==> src/rtl/pwmgen_pkg.sv <==
package pwmgen_pkg;

    localparam int NUM_SRC  = 3;
    localparam int EXP_W    = 3;
    localparam int WIDE_W   = 9;
    localparam int NARROW_W = 6;
    localparam int DIV_W    = 3;

    typedef enum logic [1:0] {
        SRC_NONE = 2'd0,
        SRC_SLOW = 2'd1,
        SRC_MID  = 2'd2,
        SRC_FAST = 2'd3
    } src_e;

    // Terminal count of the prescaler (divisor minus one).
    function automatic logic [DIV_W-1:0] div_last(input logic [1:0] code);
        case (code)
            2'd0:    div_last = DIV_W'(1);
            2'd1:    div_last = DIV_W'(2);
            2'd2:    div_last = DIV_W'(4);
            default: div_last = DIV_W'(5);
        endcase
    endfunction

endpackage

==> src/rtl/pwmgen_tick_mux.sv <==
module pwmgen_tick_mux
    import pwmgen_pkg::*;
#(
    parameter int N_SRC = NUM_SRC
) (
    input  logic [N_SRC-1:0] ticks,
    input  logic [1:0]       sel,
    output logic             tick_sel
);
    logic [N_SRC-1:0] hit;

    for (genvar g = 0; g < N_SRC; g++) begin : g_hit
        assign hit[g] = ticks[g] & (sel == 2'(g + 1));
    end

    assign tick_sel = |hit;
endmodule

==> src/rtl/pwmgen_divider.sv <==
module pwmgen_divider
    import pwmgen_pkg::*;
#(
    parameter int EW = EXP_W
) (
    input  logic          clk,
    input  logic          rst,
    input  logic          active,
    input  logic          tick,
    input  logic [1:0]    div_code,
    input  logic [EW-1:0] exp_m,
    output logic          pre_pulse,
    output logic          step
);
    localparam int MAX_EXP = (1 << EW) - 1;
    localparam int ECW     = (MAX_EXP > 0) ? MAX_EXP : 1;

    logic [DIV_W-1:0] pre_cnt;
    logic [DIV_W-1:0] pre_lim;
    logic [ECW-1:0]   exp_cnt;
    logic [ECW-1:0]   exp_lim;
    logic             pre_end;
    logic             exp_end;

    assign pre_lim   = div_last(div_code);
    assign exp_lim   = ECW'((1 << exp_m) - 1);
    assign pre_end   = (pre_cnt >= pre_lim);
    assign exp_end   = (exp_cnt >= exp_lim);
    assign pre_pulse = active & tick & pre_end;
    assign step      = pre_pulse & exp_end;

    always_ff @(posedge clk) begin
        if (rst || !active) begin
            pre_cnt <= '0;
            exp_cnt <= '0;
        end else if (tick) begin
            if (pre_end) begin
                pre_cnt <= '0;
                exp_cnt <= exp_end ? '0 : exp_cnt + 1'b1;
            end else begin
                pre_cnt <= pre_cnt + 1'b1;
            end
        end
    end
endmodule

==> src/rtl/pwmgen_counter.sv <==
module pwmgen_counter
    import pwmgen_pkg::*;
#(
    parameter int WW = WIDE_W,
    parameter int NW = NARROW_W
) (
    input  logic          clk,
    input  logic          rst,
    input  logic          active,
    input  logic          step,
    input  logic          wide,
    input  logic [WW-1:0] duty,
    output logic [WW-1:0] res_cnt,
    output logic [WW-1:0] duty_q,
    output logic          wrap,
    output logic          pwm_out
);
    localparam logic [WW-1:0] WIDE_LIM   = {WW{1'b1}};
    localparam logic [WW-1:0] NARROW_LIM = WW'((1 << NW) - 1);

    logic [WW-1:0] lim;
    logic [WW-1:0] duty_eff;

    assign lim      = wide ? WIDE_LIM : NARROW_LIM;
    assign duty_eff = duty & lim;
    assign wrap     = step & (res_cnt >= lim);
    assign pwm_out  = active & (res_cnt < duty_q);

    always_ff @(posedge clk) begin
        if (rst) begin
            res_cnt <= '0;
            duty_q  <= '0;
        end else if (!active) begin
            res_cnt <= '0;
            duty_q  <= duty_eff;
        end else if (step) begin
            if (wrap) begin
                res_cnt <= '0;
                duty_q  <= duty_eff;
            end else begin
                res_cnt <= res_cnt + 1'b1;
            end
        end
    end
endmodule

==> src/rtl/pwmgen_top.sv <==
module pwmgen_top
    import pwmgen_pkg::*;
(
    input  logic       clk,
    input  logic       rst,
    input  logic       tick_slow,
    input  logic       tick_mid,
    input  logic       tick_fast,
    input  logic [1:0] src_sel,
    input  logic [1:0] div_code,
    input  logic [2:0] exp_m,
    input  logic       wide_mode,
    input  logic [7:0] duty_lsbs,
    input  logic       duty_msb,
    input  logic       out_en,
    input  logic       run_en,
    output logic       pwm_out
);
    logic              active;
    logic              tick_sel;
    logic              pre_pulse;
    logic              step;
    logic              wrap;
    logic [WIDE_W-1:0] res_cnt;
    logic [WIDE_W-1:0] duty_q;
    logic [WIDE_W-1:0] duty_full;

    assign active    = out_en & run_en & (src_e'(src_sel) != SRC_NONE);
    assign duty_full = {duty_msb, duty_lsbs};

    pwmgen_tick_mux #(.N_SRC(NUM_SRC)) u_mux (
        .ticks    ({tick_fast, tick_mid, tick_slow}),
        .sel      (src_sel),
        .tick_sel (tick_sel)
    );

    pwmgen_divider #(.EW(EXP_W)) u_div (
        .clk       (clk),
        .rst       (rst),
        .active    (active),
        .tick      (tick_sel),
        .div_code  (div_code),
        .exp_m     (exp_m),
        .pre_pulse (pre_pulse),
        .step      (step)
    );

    pwmgen_counter #(.WW(WIDE_W), .NW(NARROW_W)) u_ctr (
        .clk     (clk),
        .rst     (rst),
        .active  (active),
        .step    (step),
        .wide    (wide_mode),
        .duty    (duty_full),
        .res_cnt (res_cnt),
        .duty_q  (duty_q),
        .wrap    (wrap),
        .pwm_out (pwm_out)
    );
endmodule

==> config.mk <==
export PLATFORM = sky130hd
export DESIGN_NAME = pwmgen_top
export DESIGN_NICKNAME = d
export VERILOG_FILES = /design/src/rtl/pwmgen_pkg.sv /design/src/rtl/pwmgen_tick_mux.sv /design/src/rtl/pwmgen_divider.sv /design/src/rtl/pwmgen_counter.sv /design/src/rtl/pwmgen_top.sv
export SDC_FILE = /design/constraint.sdc
export NUM_CORES = 1
export LEC_CHECK = 0
export BUFFER_PORTS_ARGS = -buffer_cell sky130_fd_sc_hd__buf_2
export CAP_MARGIN = 20
export CORE_MARGIN = 1.5
export CORE_UTILIZATION = 55
export CTS_BUF_LIST = sky130_fd_sc_hd__clkbuf_2
export CTS_CLUSTER_DIAMETER = 150
export DETAILED_ROUTE_END_ITERATION = 6
export HOLD_SLACK_MARGIN = 0.06
export PLACE_DENSITY = 0.73
export SLEW_MARGIN = 10
export SYNTH_ARGS = -nofsm -noshare
export SYNTH_HDL_FRONTEND = slang
export SYNTH_HIERARCHICAL = 1
export SYNTH_SLANG_ARGS = --single-unit
==> constraint.sdc <==
create_clock -name clk -period 3.1 [get_ports clk]
set_input_delay 0.155 -clock clk [delete_from_list [all_inputs] [get_ports clk]]
set_output_delay 0.155 -clock clk [all_outputs]
set_load 0.02 [all_outputs]
==> metrics.cfg <==
[die]
die-area_um2 = 3840
die_h_um = 62.0
die_w_um = 62.0
pin_count = 25
start_util_pct = 57.4
rows = 21
core_area_um2 = 3340

[route]
avgViaCountPerCell = 5.52
wl_mm = 3.85
drc_errors = 0
dr.pass1.iters = 4
ant_nets = 0
drt-initial-drc-count = 93
vias = 1677
wl_per_cell_um = 12.6

[job]
maxCapViolCount = 0

[timing]
finClkSkew_ns = 0.0140
worstMarginPinSlew_ns = 0.469
final_hold_viol_count = 0
finalSetupTns_ns = 0
slew_headroom_pct = 68.6
finalCriticalPeriod_ns = 2.86
period_share_pct = 92.3
fmax_mhz = 350
setup_viol = 0
rsz0062_at_grt = no
timing.final.max_slew_violations = 0

[cts]
cts.path.max_buffers = 2
h-tree-depth = 1
insertion_delay_ns = 0.40
clk_pin_slew_ns = 0.29
cts.sinks = 28
cts_buffers = 3
cts_tree = built
cts_root_buffer = clkbuf_2

[logic_synthesis]
synthCells = 218
synth_fp_nets = 269
yosys_warnings = 6
synth.avg_cell_area_um2 = 8.78
synth_area_um2 = 1910

[setup_path]
crit_fanout = 7
cp-end-kind = register
critical_path_required_ns = 3.44
ff2ff_path_depth = 10
crit_type = reg2reg
cp.arrival_ns = 3.20
crit_path_start_kind = register

[final_layout]
area.growth.synth_to_final_pct = 18.4
drive_gt1_share_pct = 15.5
instances_no_fill = 304
antenna_cells = 0
nets = 310
final_area_um2 = 2270

[placed_design]
dp_hpwl_mm = 2.79
globalplace.congestion = 0.800
dp_cells = 286
dpl_cell_area_um2 = 2090
port_buffers = 24

[power_and_ir_drop]
max-vdd-ir-drop_v = 0.000205
power_density_nw_per_um2 = 320
p_leak_nw = 1.01

[run_status]
status = completed

[global_route]
grt_pass1_vias = 1504
antenna_found_initial = 0
overflow = 0
grt_pass1_wl_mm = 6.40
grt_max_degree = 18
grt.total_usage_pct = 22.1

[min_path]
min_path_type = in2reg
whs_path_depth = 5

## cells in the final DEF (no fill, tap or decap), types with 3 or more instances in the layout
cell type	count
nand3_1	8
buf_4	5
clkbuf_2	3
a221oi_1	8
mux2i_1	9
o211a_1	3
dlygate4sd3_1	12
and3_1	5
buf_2	24
a21oi_1	7
xor2_1	6
o41ai_1	3
ha_1	27
nor2_1	13
nand4_1	3
o21ai_0	9
nand2_1	28
o2111ai_1	3
nand2b_1	3
or3_1	4
inv_1	17
dfxtp_1	28
or4_1	3
## stage by stage
stage	hold WS, ns	util [%]	worst slack (ns)	total power [mW]
after floorplan	0.258	-	0.577	0.449
after global placement	0.400	62.5	0.515	0.482
after detailed placement	0.404	62.5	0.469	0.484
after CTS	0.0607	67.2	0.111	0.720
after global routing	0.251	67.9	0.0537	0.760
final	0.244	67.9	0.239	0.724
## sequential cells by signal, indices dropped and copies added (netlist names)
signal,count
u_div/pre_cnt,3
u_ctr/duty_q,9
u_div/exp_cnt,7
u_ctr/res_cnt,9
## final cells by class
class / count / area [µm²]
tap: 46 / 57.6
inverter: 18 / 67.6
multi-input combinational: 167 / 1260
clock inverter: 1 / 30.0
fill: 293 / 1070
timing repair buffer: 41 / 278
clock buffer: 3 / 15.0
sequential: 28 / 561
## per-layer routing
layer	routed length [µm]	vias up	share of wire (%)	GRT usage [%]
met3	119	7	3.1	2.90
met2	1640	33	43	34.1
met4	68	0	1.8	9.12
li1	-	882	-	-
met5	0	-	0	0
met1	2010	755	52	30.9
## power breakdown
group / internal, mW / switching, mW / total, mW
Sequential: 0.369 / 0.00357 / 0.373
Combinational: 0.0557 / 0.0632 / 0.119
Clock: 0.111 / 0.122 / 0.233
## worst max-delay path, stage by stage, from the launching register on
cell and delay [ns]:
dfxtp_1 0.41, ha_1 0.31, a21o_1 0.18, a221oi_1 0.29
o21ai_1 0.15, and2_1 0.22, buf_4 0.17, o211a_1 0.20
o2111ai_1 0.22, o41ai_1 0.09, dlygate4sd3_1 0.55
## worst paths after layout
kind,start,to,slack [ns]
min,src_sel[1],u_div/pre_cnt[1],0.24
max,u_div/exp_cnt[5],u_ctr/duty_q[6],0.24
max reg2reg,u_div/exp_cnt[5],u_ctr/duty_q[6],0.24
min reg2reg,u_ctr/duty_q[4],u_ctr/duty_q[4],0.48
## timing repair
| action | in CTS | in global routing |
|---|---|---|
| resized for setup | 0 | 0 |
| hold endpoints to repair | 9 | 1 |
| buffers inserted | 0 | 2 |
| hold buffers | 11 | 1 |
| endpoints found under the setup margin | 0 | 2 |
Power figures use the tool's default switching activity.
